==> config.mk <==
export PLATFORM = sky130hd
export DESIGN_NAME = dsw_switch_ctrl
export DESIGN_NICKNAME = d
export VERILOG_FILES = /design/src/rtl/dsw_pkg.sv /design/src/rtl/dsw_csr_file.sv /design/src/rtl/dsw_ack_collect.sv /design/src/rtl/dsw_wait_timer.sv /design/src/rtl/dsw_switch_ctrl.sv
export SDC_FILE = /design/constraint.sdc
export NUM_CORES = 1
export LEC_CHECK = 0
export ABC_AREA = 1
export ABC_CLOCK_PERIOD_IN_PS = 4300
export BUFFER_PORTS_ARGS = -buffer_cell sky130_fd_sc_hd__buf_2
export CORE_ASPECT_RATIO = 0.9
export CORE_MARGIN = 5
export CORE_UTILIZATION = 42
export CTS_CLUSTER_DIAMETER = 100
export CTS_CLUSTER_SIZE = 40
export DETAILED_ROUTE_END_ITERATION = 8
export HOLD_SLACK_MARGIN = 0.05
export PLACE_DENSITY = 0.67
export SETUP_SLACK_MARGIN = 0.3
export SYNTH_ARGS = -nofsm -noshare
export SYNTH_HDL_FRONTEND = slang
export SYNTH_HIERARCHICAL = 1
export SYNTH_SLANG_ARGS = --single-unit
==> constraint.sdc <==
create_clock -name clk -period 4.3 [get_ports clk]
set_clock_uncertainty 0.15 [all_clocks]
set_input_delay 0.86 -clock clk [delete_from_list [all_inputs] [get_ports clk]]
set_output_delay 0.86 -clock clk [all_outputs]
set_load 0.1 [all_outputs]
==> src/rtl/dsw_pkg.sv <==
package dsw_pkg;

    typedef enum logic [2:0] {
        ST_IDLE,
        ST_FLUSH,
        ST_WAIT_FLUSH,
        ST_RELEASE,
        ST_ALLOCATE,
        ST_COMMIT,
        ST_FAIL
    } dsw_state_e;

    // CSR select values
    localparam logic CSR_SEL_CUR = 1'b0;
    localparam logic CSR_SEL_NXT = 1'b1;

endpackage

==> src/rtl/dsw_csr_file.sv <==
module dsw_csr_file
    import dsw_pkg::*;
#(
    parameter int ID_W  = 8,
    parameter int CAP_W = 4
) (
    input  logic                    clk,
    input  logic                    rst_n,
    input  logic                    wr_en,
    input  logic                    wr_addr,
    input  logic [ID_W+CAP_W-1:0]   wr_data,
    input  logic                    rd_addr,
    input  logic                    lock,
    input  logic                    commit,
    output logic [ID_W+CAP_W-1:0]   rd_data,
    output logic [ID_W-1:0]         cur_id,
    output logic [ID_W-1:0]         nxt_id,
    output logic [CAP_W-1:0]        nxt_cap
);

    localparam int CSR_W = ID_W + CAP_W;

    typedef struct packed {
        logic [CSR_W-1:0] cur;
        logic [CSR_W-1:0] nxt;
    } regs_t;

    regs_t regs_d, regs_q;

    always_comb begin
        regs_d = regs_q;
        if (commit) begin
            regs_d.cur = regs_q.nxt;
        end
        if (wr_en && !lock && (wr_addr == CSR_SEL_NXT)) begin
            regs_d.nxt = wr_data;
        end
    end

    always_ff @(posedge clk or negedge rst_n) begin
        if (!rst_n) begin
            regs_q <= '0;
        end else begin
            regs_q <= regs_d;
        end
    end

    assign rd_data = (rd_addr == CSR_SEL_NXT) ? regs_q.nxt : regs_q.cur;
    assign cur_id  = regs_q.cur[ID_W-1:0];
    assign nxt_id  = regs_q.nxt[ID_W-1:0];
    assign nxt_cap = regs_q.nxt[CSR_W-1:ID_W];

    // current register only moves on a commit
    assert_cur_hold_R7: assert property (@(posedge clk) disable iff (!rst_n)
        !commit |=> $stable(regs_q.cur));

    assert_commit_load_R5: assert property (@(posedge clk) disable iff (!rst_n)
        commit |=> (regs_q.cur == $past(regs_q.nxt)));

    assert_next_locked_R3: assert property (@(posedge clk) disable iff (!rst_n)
        lock |=> $stable(regs_q.nxt));

endmodule

==> src/rtl/dsw_ack_collect.sv <==
module dsw_ack_collect #(
    parameter int N = 3
) (
    input  logic         clk,
    input  logic         rst_n,
    input  logic         clear,
    input  logic [N-1:0] ack,
    output logic         all_seen
);

    logic [N-1:0] seen_d, seen_q;

    always_comb begin
        if (clear) begin
            seen_d = '0;
        end else begin
            seen_d = seen_q | ack;
        end
    end

    always_ff @(posedge clk or negedge rst_n) begin
        if (!rst_n) begin
            seen_q <= '0;
        end else begin
            seen_q <= seen_d;
        end
    end

    assign all_seen = ((seen_q | ack) == {N{1'b1}});

    // collected acknowledgements never drop except on clear
    assert_seen_sticky_R4: assert property (@(posedge clk) disable iff (!rst_n)
        !clear |=> ((seen_q & $past(seen_q)) == $past(seen_q)));

endmodule

==> src/rtl/dsw_wait_timer.sv <==
module dsw_wait_timer #(
    parameter int TMO_CYC = 1024
) (
    input  logic clk,
    input  logic rst_n,
    input  logic clear,
    input  logic run,
    output logic expired
);

    localparam int CNT_W = $clog2(TMO_CYC + 1);
    localparam logic [CNT_W-1:0] LIMIT = CNT_W'(TMO_CYC - 1);

    logic [CNT_W-1:0] cnt_d, cnt_q;

    always_comb begin
        cnt_d = cnt_q;
        if (clear) begin
            cnt_d = '0;
        end else if (run && (cnt_q != LIMIT)) begin
            cnt_d = cnt_q + 1'b1;
        end
    end

    always_ff @(posedge clk or negedge rst_n) begin
        if (!rst_n) begin
            cnt_q <= '0;
        end else begin
            cnt_q <= cnt_d;
        end
    end

    assign expired = (cnt_q == LIMIT);

    assert_timer_bound_R9: assert property (@(posedge clk) disable iff (!rst_n)
        cnt_q <= LIMIT);

endmodule

==> src/rtl/dsw_switch_ctrl.sv <==
module dsw_switch_ctrl
    import dsw_pkg::*;
#(
    parameter int ID_W        = 8,
    parameter int CAP_W       = 4,
    parameter int N_FLUSH     = 3,
    parameter int N_ALLOC     = 2,
    parameter int TMO_CYC     = 1024,
    parameter bit SINGLE_HART = 1'b0
) (
    input  logic                      clk,
    input  logic                      rst_n,
    input  logic                      csr_we,
    input  logic                      csr_addr,
    input  logic [ID_W+CAP_W-1:0]     csr_wdata,
    output logic [ID_W+CAP_W-1:0]     csr_rdata,
    input  logic                      sw_req,
    output logic                      sw_stall,
    output logic                      sw_done,
    output logic [CAP_W-1:0]          sw_result,
    output logic                      sw_timeout,
    output logic [N_FLUSH-1:0]        flush_req,
    output logic [ID_W-1:0]           flush_id,
    input  logic [N_FLUSH-1:0]        flush_done,
    output logic                      rel_req,
    output logic [ID_W-1:0]           rel_id,
    output logic                      alloc_req,
    output logic [ID_W-1:0]           alloc_id,
    output logic [CAP_W-1:0]          alloc_cap,
    input  logic [N_ALLOC-1:0]        alloc_gnt,
    input  logic [N_ALLOC*CAP_W-1:0]  alloc_deny
);

    typedef struct packed {
        dsw_state_e       st;
        logic [CAP_W-1:0] code;
        logic             tmo;
    } ctl_t;

    ctl_t ctl_d, ctl_q;

    logic             busy;
    logic             flush_all;
    logic             alloc_all;
    logic             expired;
    logic [ID_W-1:0]  cur_id;
    logic [ID_W-1:0]  nxt_id;
    logic [CAP_W-1:0] nxt_cap;
    logic [CAP_W-1:0] deny_now;

    assign busy = sw_req || (ctl_q.st != ST_IDLE);

    dsw_csr_file #(
        .ID_W  (ID_W),
        .CAP_W (CAP_W)
    ) u_csr (
        .clk     (clk),
        .rst_n   (rst_n),
        .wr_en   (csr_we),
        .wr_addr (csr_addr),
        .wr_data (csr_wdata),
        .rd_addr (csr_addr),
        .lock    (busy),
        .commit  (ctl_q.st == ST_COMMIT),
        .rd_data (csr_rdata),
        .cur_id  (cur_id),
        .nxt_id  (nxt_id),
        .nxt_cap (nxt_cap)
    );

    dsw_ack_collect #(.N(N_FLUSH)) u_flush_acks (
        .clk      (clk),
        .rst_n    (rst_n),
        .clear    (ctl_q.st == ST_FLUSH),
        .ack      (flush_done),
        .all_seen (flush_all)
    );

    dsw_ack_collect #(.N(N_ALLOC)) u_alloc_acks (
        .clk      (clk),
        .rst_n    (rst_n),
        .clear    (ctl_q.st == ST_RELEASE),
        .ack      (alloc_gnt),
        .all_seen (alloc_all)
    );

    dsw_wait_timer #(.TMO_CYC(TMO_CYC)) u_timer (
        .clk     (clk),
        .rst_n   (rst_n),
        .clear   ((ctl_q.st == ST_FLUSH) || (ctl_q.st == ST_RELEASE)),
        .run     ((ctl_q.st == ST_WAIT_FLUSH) || (ctl_q.st == ST_ALLOCATE)),
        .expired (expired)
    );

    // OR of deny masks from allocators answering this cycle
    logic [CAP_W-1:0] deny_chain [N_ALLOC+1];
    assign deny_chain[0] = '0;
    for (genvar gi = 0; gi < N_ALLOC; gi++) begin : g_deny
        assign deny_chain[gi+1] = deny_chain[gi] |
            (alloc_gnt[gi] ? alloc_deny[gi*CAP_W +: CAP_W] : '0);
    end
    assign deny_now = deny_chain[N_ALLOC] & nxt_cap;

    always_comb begin
        ctl_d = ctl_q;
        unique case (ctl_q.st)
            ST_IDLE: begin
                ctl_d.code = '0;
                ctl_d.tmo  = 1'b0;
                if (sw_req) begin
                    ctl_d.st = ST_FLUSH;
                end
            end
            ST_FLUSH: begin
                ctl_d.st = ST_WAIT_FLUSH;
            end
            ST_WAIT_FLUSH: begin
                if (flush_all) begin
                    ctl_d.st = SINGLE_HART ? ST_COMMIT : ST_RELEASE;
                end else if (expired) begin
                    ctl_d.st   = ST_FAIL;
                    ctl_d.code = '1;
                    ctl_d.tmo  = 1'b1;
                end
            end
            ST_RELEASE: begin
                ctl_d.st   = ST_ALLOCATE;
                ctl_d.code = '0;
            end
            ST_ALLOCATE: begin
                ctl_d.code = ctl_q.code | deny_now;
                if (alloc_all) begin
                    ctl_d.st = ((ctl_q.code | deny_now) != '0) ? ST_FAIL : ST_COMMIT;
                end else if (expired) begin
                    ctl_d.st   = ST_FAIL;
                    ctl_d.code = '1;
                    ctl_d.tmo  = 1'b1;
                end
            end
            ST_COMMIT: begin
                ctl_d.st = ST_IDLE;
            end
            ST_FAIL: begin
                ctl_d.st = ST_IDLE;
            end
            default: begin
                ctl_d.st = ST_IDLE;
            end
        endcase
    end

    always_ff @(posedge clk or negedge rst_n) begin
        if (!rst_n) begin
            ctl_q <= '{st: ST_IDLE, code: '0, tmo: 1'b0};
        end else begin
            ctl_q <= ctl_d;
        end
    end

    assign sw_stall   = busy;
    assign sw_done    = (ctl_q.st == ST_COMMIT) || (ctl_q.st == ST_FAIL);
    assign sw_result  = (ctl_q.st == ST_FAIL) ? ctl_q.code : '0;
    assign sw_timeout = (ctl_q.st == ST_FAIL) && ctl_q.tmo;
    assign flush_req  = {N_FLUSH{ctl_q.st == ST_FLUSH}};
    assign flush_id   = cur_id;
    assign rel_req    = (ctl_q.st == ST_RELEASE);
    assign rel_id     = cur_id;
    assign alloc_req  = (ctl_q.st == ST_ALLOCATE);
    assign alloc_id   = nxt_id;
    assign alloc_cap  = nxt_cap;

    assert_stall_hold_R2: assert property (@(posedge clk) disable iff (!rst_n)
        (sw_stall && !sw_done) |=> sw_stall);

    assert_done_pulse_R2: assert property (@(posedge clk) disable iff (!rst_n)
        sw_done |=> !sw_done);

    assert_release_after_flush_R4: assert property (@(posedge clk) disable iff (!rst_n)
        rel_req |-> $past(flush_all));

    assert_alloc_after_release_R4: assert property (@(posedge clk) disable iff (!rst_n)
        $rose(alloc_req) |-> $past(rel_req));

    assert_fail_requested_R6: assert property (@(posedge clk) disable iff (!rst_n)
        (sw_done && !sw_timeout) |-> ((sw_result & ~nxt_cap) == '0));

    assert_timeout_code_R9: assert property (@(posedge clk) disable iff (!rst_n)
        sw_timeout |-> (sw_done && (sw_result == '1)));

    if (SINGLE_HART) begin : g_single_chk
        assert_no_alloc_R8: assert property (@(posedge clk) disable iff (!rst_n)
            !rel_req && !alloc_req);
    end

endmodule

### Word level (Yosys, flattened, before mapping)

Cells that the tools add are included.

| word-level totals | value |
|---|---|
| bits in registers | 48 |
| input bits | 30 |
| output and inout port bits | 52 |

| cells by class | value |
|---|---|
| add/subtract/negate cells | 1 |
| equal/unequal tests | 17 |
| multiplexer cells | 19 |
| bitwise logic cells | 5 |
| reductions and logical operators | 19 |

Operators with widths:

| kind | number |
|---|---|
| $mux 11 | 2 |
| $mux 8 | 2 |
| $pmux 3 s5 | 1 |
| $eq 3x3->1 const B | 4 |
| $mux 12 | 1 |
| $mux 3 | 4 |
| $mux 4 | 3 |
| $pmux 4 s3 | 1 |
| $add 11x1->11 const B | 1 |
| $eq 11x10->1 const B | 1 |
| $ne 11x10->1 const B | 1 |
| $mux 5 | 2 |
| $reduce_bool 3->1 | 3 |
| $ne 2x2->1 const B | 4 |
| $or 4x4->4 | 2 |
| $eq 3x2->1 const B | 2 |
| $reduce_and 3->1 | 2 |
| $reduce_and 5->1 | 1 |
| $and 4x4->4 | 1 |
| $logic_and 1x1->1 | 4 |
| $logic_or 1x1->1 | 4 |
| $mux 2 | 2 |
| $reduce_bool 4->1 | 1 |
| $eq 3x1->1 const B | 1 |
| 11 further kinds | 11 |

### Longest topological paths before layout

| depth | value |
|---|---|
| depth in word-level cells | 8 |
| depth in mapped cells | 11 |
| gate-level depth less buffers | 11 |

### By module

Netlist, hierarchy kept.

Modules (own cells, without submodules):

| module | times used | cells an instance | area each (um^2) |
|---|---|---|---|
| dsw_csr_file | 1 | 150 | 1236.2 |
| dsw_wait_timer | 1 | 101 | 706.9 |
| dsw_switch_ctrl | 1 | 116 | 694.4 |
| dsw_ack_collect (u_flush_acks) | 1 | 15 | 125.1 |
| dsw_ack_collect (u_alloc_acks) | 1 | 7 | 73.8 |

### Worst setup path before layout

OpenSTA, ideal clock, no wires.

| path | value |
|---|---|
| path kind | in2out |
| start | input csr_addr |
| end | output csr_rdata[10] |
| arrival | 3.128 ns |
| data required time | 3.290 ns |
| setup slack | 0.162 ns |
| cell stages on the path | 2 |
| buffers on the path | 1 |
| cells stage by stage | buf_2 o21ai_0 |

| between the ends | value |
|---|---|
| word-level cells in the longest chain between the ends | 1 |

Ends and longest elaborated chain:

| element | line | RTL |
|---|---|---|
| start: declaration | dsw_switch_ctrl.sv:14 | `input logic csr_addr,` |
| $mux 12 | dsw_csr_file.sv:48 | `assign rd_data = (rd_addr == CSR_SEL_NXT) ? regs_q.nxt : regs_q.cur;` |
| end: declaration | dsw_switch_ctrl.sv:16 | `output logic [ID_W+CAP_W-1:0] csr_rdata,` |

No other way between the ends.

### Worst setup path after layout

| path | value |
|---|---|
| start | input csr_addr |
| end | output csr_rdata[2] |

The elaborated chain is that of the path after synthesis.

==> flow_summary.html <==
<table>
<tr><th>Metric</th><th>Value</th></tr>
<tr><th colspan="2">Final layout</th></tr>
<tr><td>Core occupancy in the finished layout</td><td>0.4846</td></tr>
<tr><td>Filler instances</td><td>just under 700</td></tr>
<tr><td>Most common library cell in the layout ignoring fill and taps</td><td>sky130_fd_sc_hd__nand2_1</td></tr>
<tr><td>Non-Filler Instances</td><td>530</td></tr>
<tr><td>Share of layout cells above drive strength 1</td><td>0.2545</td></tr>
<tr><td>Commonest non-fill, non-tap cells in the layout</td><td>116 x sky130_fd_sc_hd__nand2_1, 81 x sky130_fd_sc_hd__buf_2, 48 x sky130_fd_sc_hd__dfrtp_1</td></tr>
<tr><td>Area taken by multi-input logic gates</td><td>1166 µm²</td></tr>
<tr><td>Sequential Area</td><td>1201 µm²</td></tr>
<tr><td>Layout overhead on the synthesized area</td><td>12.53%</td></tr>
<tr><td>Number of nets in the layout</td><td>470</td></tr>
<tr><td>Antenna fix cells</td><td>0</td></tr>
<tr><th colspan="2">Floorplanning</th></tr>
<tr><td>Area of the core region</td><td>6586 µm²</td></tr>
<tr><td>Chip width</td><td>96.63 µm</td></tr>
<tr><td>Initial core utilization</td><td>0.4307</td></tr>
<tr><td>Rows</td><td>28</td></tr>
<tr><td>Top Ports</td><td>82</td></tr>
<tr><td>DIE AREA</td><td>8499 µm²</td></tr>
<tr><td>Y dimension of the die</td><td>87.96 µm</td></tr>
<tr><th colspan="2">Worst setup path</th></tr>
<tr><td>Crit-path most repeated cell</td><td>sky130_fd_sc_hd__buf_2</td></tr>
<tr><td>Depth of the worst register-to-register path</td><td>6</td></tr>
<tr><td>End of the worst register-to-register path</td><td>u_csr/nxt_id[7]</td></tr>
<tr><td>Crit path max-delay family</td><td>buffers and inverters</td></tr>
<tr><td>Worst Path Class, Setup</td><td>input port to primary output</td></tr>
<tr><td>CP arrival</td><td>between 1.5 and 2 ns</td></tr>
<tr><td>Worst path slowest cell</td><td>sky130_fd_sc_hd__buf_2</td></tr>
<tr><td>Required time of the critical path</td><td>3.29 ns</td></tr>
<tr><td>Setup crit end</td><td>csr_rdata[2]</td></tr>
<tr><td>Crit path cell chain</td><td>buf_2 &gt; nand2_1 &gt; o21ai_0 &gt; buf_2</td></tr>
<tr><td>Worst R2R Start</td><td>ctl_q[7]</td></tr>
<tr><td>Highest net fanout along the worst path</td><td>37</td></tr>
<tr><td>Element type at the critical path start</td><td>input port</td></tr>
<tr><td>Critical path launch point</td><td>csr_addr</td></tr>
<tr><td>R2R Setup Slk</td><td>roughly 2.1 ns</td></tr>
<tr><td>Largest stage delay on the critical path</td><td>0.45 ns</td></tr>
<tr><td>CP endpoint kind</td><td>primary output</td></tr>
<tr><td>Total number of cells along the worst setup path</td><td>4</td></tr>
<tr><td>WP buf/inv</td><td>2</td></tr>
<tr><th colspan="2">Clocking</th></tr>
<tr><td>Buffers inserted by post-CTS timing repair</td><td>0</td></tr>
<tr><td>Post-CTS Resized</td><td>0</td></tr>
<tr><td>CTS HTree Levels</td><td>2</td></tr>
<tr><td>Clock tree from TritonCTS</td><td>yes</td></tr>
<tr><td>Clk Tree Root Cell</td><td>sky130_fd_sc_hd__clkbuf_8</td></tr>
<tr><td>Clock insertion delay at the later pin of the skew report</td><td>0.31 ns</td></tr>
<tr><td>Number of sinks handled by clock tree synthesis</td><td>48</td></tr>
<tr><td>Clock buffer depth</td><td>2</td></tr>
<tr><td>Register clock-pin slew on the reported worst setup and hold paths</td><td>0.09 ns</td></tr>
<tr><td>CTS Buf Count</td><td>5</td></tr>
<tr><td>Number of hold buffers added after cts</td><td>0</td></tr>
<tr><th colspan="2">Yosys</th></tr>
<tr><td>Post-synthesis simple-gate area fraction</td><td>0.3211</td></tr>
<tr><td>Number of unique standard cell types used by synthesis</td><td>24</td></tr>
<tr><td>Share of synthesized area spent on multiplexers</td><td>0</td></tr>
<tr><td>Compound-Gate Fraction of Synth Area</td><td>0.08249</td></tr>
<tr><td>Total standard cell area after synthesis</td><td>roughly 2800 µm²</td></tr>
<tr><td>Synth Warn #</td><td>6</td></tr>
<tr><td>Portion of synthesized cell area occupied by the leading cell type</td><td>0.4235</td></tr>
<tr><td>Fraction of the yosys area taken by sequential cells</td><td>0.4235</td></tr>
<tr><td>Area leader, netlist</td><td>sky130_fd_sc_hd__dfrtp_1</td></tr>
<tr><td>Register bit total from synthesis</td><td>48</td></tr>
<tr><td>Cell types with the largest area share after synthesis</td><td>sky130_fd_sc_hd__dfrtp_1 42%, sky130_fd_sc_hd__nand2_1 15%, sky130_fd_sc_hd__buf_4 8.5%</td></tr>
<tr><td>Cell count after synthesis</td><td>389</td></tr>
<tr><td>Main combinational cell family by area after synthesis</td><td>simple AND/OR/NAND/NOR gates</td></tr>
<tr><td>XOR/XNOR share of the synthesized area</td><td>0.003088</td></tr>
<tr><td>Post-synth net total</td><td>420</td></tr>
<tr><td>Synth Area in Adders</td><td>0.004411</td></tr>
<tr><td>Average cell area after synthesis</td><td>7.292 µm²</td></tr>
<tr><th colspan="2">GRT</th></tr>
<tr><td>Overall global routing resource usage</td><td>0.1571</td></tr>
<tr><td>First-pass GRT wire length</td><td>10,940 µm</td></tr>
<tr><td>Number of antenna violations at the first check in global routing</td><td>0</td></tr>
<tr><td>Global route total overflow</td><td>0</td></tr>
<tr><td>Vias in the first global route</td><td>2,306</td></tr>
<tr><td>Pin count of the biggest net entering global routing</td><td>just under 50</td></tr>
<tr><th colspan="2">Place</th></tr>
<tr><td>Port-buffer cells</td><td>81</td></tr>
<tr><td>Final HPWL from detailed placement</td><td>5027 µm</td></tr>
<tr><td>Final GP Congestion</td><td>0.8680</td></tr>
<tr><td>Count of placed standard cells including taps</td><td>522</td></tr>
<tr><th colspan="2">STA</th></tr>
<tr><td>Setup repair after global routing missed its margin</td><td>false</td></tr>
<tr><td>Worst slew slack as a fraction of its limit</td><td>0.5832</td></tr>
<tr><td>Fmax achieved</td><td>339.2 MHz</td></tr>
<tr><td>Setup-violating endpoint count in the final report</td><td>0</td></tr>
<tr><td>Final worst path period share</td><td>0.6855</td></tr>
<tr><td>Final-report max-slew violation count</td><td>0</td></tr>
<tr><td>Crit path time final</td><td>2.948 ns</td></tr>
<tr><td>Slew at the pin closest to its max-slew limit</td><td>0.6252 ns</td></tr>
<tr><td>Setup TNS</td><td>0 ns</td></tr>
<tr><td>Number of hold violations in the final report</td><td>0</td></tr>
<tr><th colspan="2">Min path</th></tr>
<tr><td>Worst hold path class</td><td>register to register</td></tr>
<tr><th colspan="2">Status</th></tr>
<tr><td>Run status</td><td>completed</td></tr>
<tr><th colspan="2">Routing</th></tr>
<tr><td>Overall routed net length</td><td>6547 µm</td></tr>
<tr><td>Final antenna-violating net count</td><td>0</td></tr>
<tr><td>Routed length per placed instance</td><td>12.35 µm</td></tr>
<tr><td>Routed via count divided by cell count</td><td>between 4 and 5</td></tr>
<tr><td>Remaining routing DRC violations</td><td>0</td></tr>
<tr><td>First DRT Iteration DRCs</td><td>101</td></tr>
<tr><td>Overall via count from detail_route</td><td>2,485</td></tr>
<tr><td>First drt pass iteration count</td><td>4</td></tr>
<tr><th colspan="2">Flow run</th></tr>
<tr><td>Number of maximum-capacitance violations</td><td>0</td></tr>
</table>
==> worst min-delay path by stage <==
stage | cells past startpoint | start | to | slack [ns]
floorplan | 2 | ctl_q[1] | ctl_q[1] | 0.30
global placement | 2 | ctl_q[1] | ctl_q[1] | 0.32
detailed placement | 2 | ctl_q[2] | ctl_q[2] | 0.32
CTS | 2 | ctl_q[2] | ctl_q[2] | 0.34
global route | 2 | u_alloc_acks/seen_q[1] | u_alloc_acks/seen_q[1] | 0.38
finish | 2 | ctl_q[2] | ctl_q[2] | 0.34
==> per-stage QoR <==
step                      hold WS [ns]  area [µm²]  worst slack [ns]
after global routing            0.3755        3192             1.205
after floorplan                 0.3003        2836            0.1618
after CTS                       0.3422        3192             1.343
after global placement          0.3156        3077             1.397
final                           0.3391        3192             1.352
after detailed placement        0.3162        3077             1.343
==> worst min-delay path: cells and delay by family, from the launching register on <==
| kind | cells | cell delay, ns |
|---|---|---|
| flops | 1 | 0.35 |
| compound gates | 1 | 0.07 |
| buf+inv | 1 | 0.04 |
==> logic make-up (layout without fill, tap and decap cells) <==
kind of cell / count (synthesis) / count (layout)
AOI/OAI and AO/OA: 45 / 45
DFF: 48 / 48
adders and majority gates: 1 / 1
and+or+nand+nor: 207 / 207
xor gates and xnor gates: 1 / 1
buffers and inverters: 87 / 138
==> flip-flops by register name, summed over array words and instances, names as in the netlist <==
signal,flops
u_csr/nxt_cap,4
u_timer/cnt_q,11
ctl_q,8
u_flush_acks/seen_q,3
u_alloc_acks/seen_q,2
u_csr/cur_id,8
u_csr/regs_q,4
u_csr/nxt_id,8
==> final cells by class <==
| class | count | area share |
|---|---|---|
| Sequential cell | 48 | 0.3763 |
| Multi-Input combinational cell | 254 | 0.3653 |
| Timing Repair Buffer | 83 | 0.1317 |
| Inverter | 47 | 0.05527 |
| Tap cell | 90 | 0.03528 |
| Clock buffer | 5 | 0.02156 |
| Clock inverter | 3 | 0.01450 |
==> cells in the mapped netlist <==
library cell                 n
sky130_fd_sc_hd__clkinv_1    1
sky130_fd_sc_hd__ha_1        1
sky130_fd_sc_hd__buf_4      32
sky130_fd_sc_hd__nor2_2      8
sky130_fd_sc_hd__nor3_1      2
sky130_fd_sc_hd__o21ai_1     6
sky130_fd_sc_hd__a21oi_1     9
sky130_fd_sc_hd__nor2_4      2
sky130_fd_sc_hd__nand4_1    14
sky130_fd_sc_hd__nand3_2     3
sky130_fd_sc_hd__buf_6       2
sky130_fd_sc_hd__o21bai_1    2
sky130_fd_sc_hd__o21ai_0    27
sky130_fd_sc_hd__a21oi_2     1
sky130_fd_sc_hd__buf_2       6
sky130_fd_sc_hd__nor2_1     34
sky130_fd_sc_hd__nand3b_1    1
sky130_fd_sc_hd__nand3_1    23
sky130_fd_sc_hd__nand2_1   116
sky130_fd_sc_hd__inv_2       3
sky130_fd_sc_hd__dfrtp_1    48
sky130_fd_sc_hd__nand2_2     4
sky130_fd_sc_hd__inv_1      43
sky130_fd_sc_hd__xor2_1      1
==> routing by layer <==
layer / up-vias / wire [µm] / GRT usage
li1: 1299 / - / -
met1: 1128 / 3101 / 0.2131
met2: 51 / 2986 / 0.2487
met3: 7 / 387 / 0.04140
met4: 0 / 72 / 0.04847
met5: - / 0 / 0
Power is left out: the tool's default activity adds up to more than one toggle a clock period on the data nets, which glitch-free logic cannot reach.
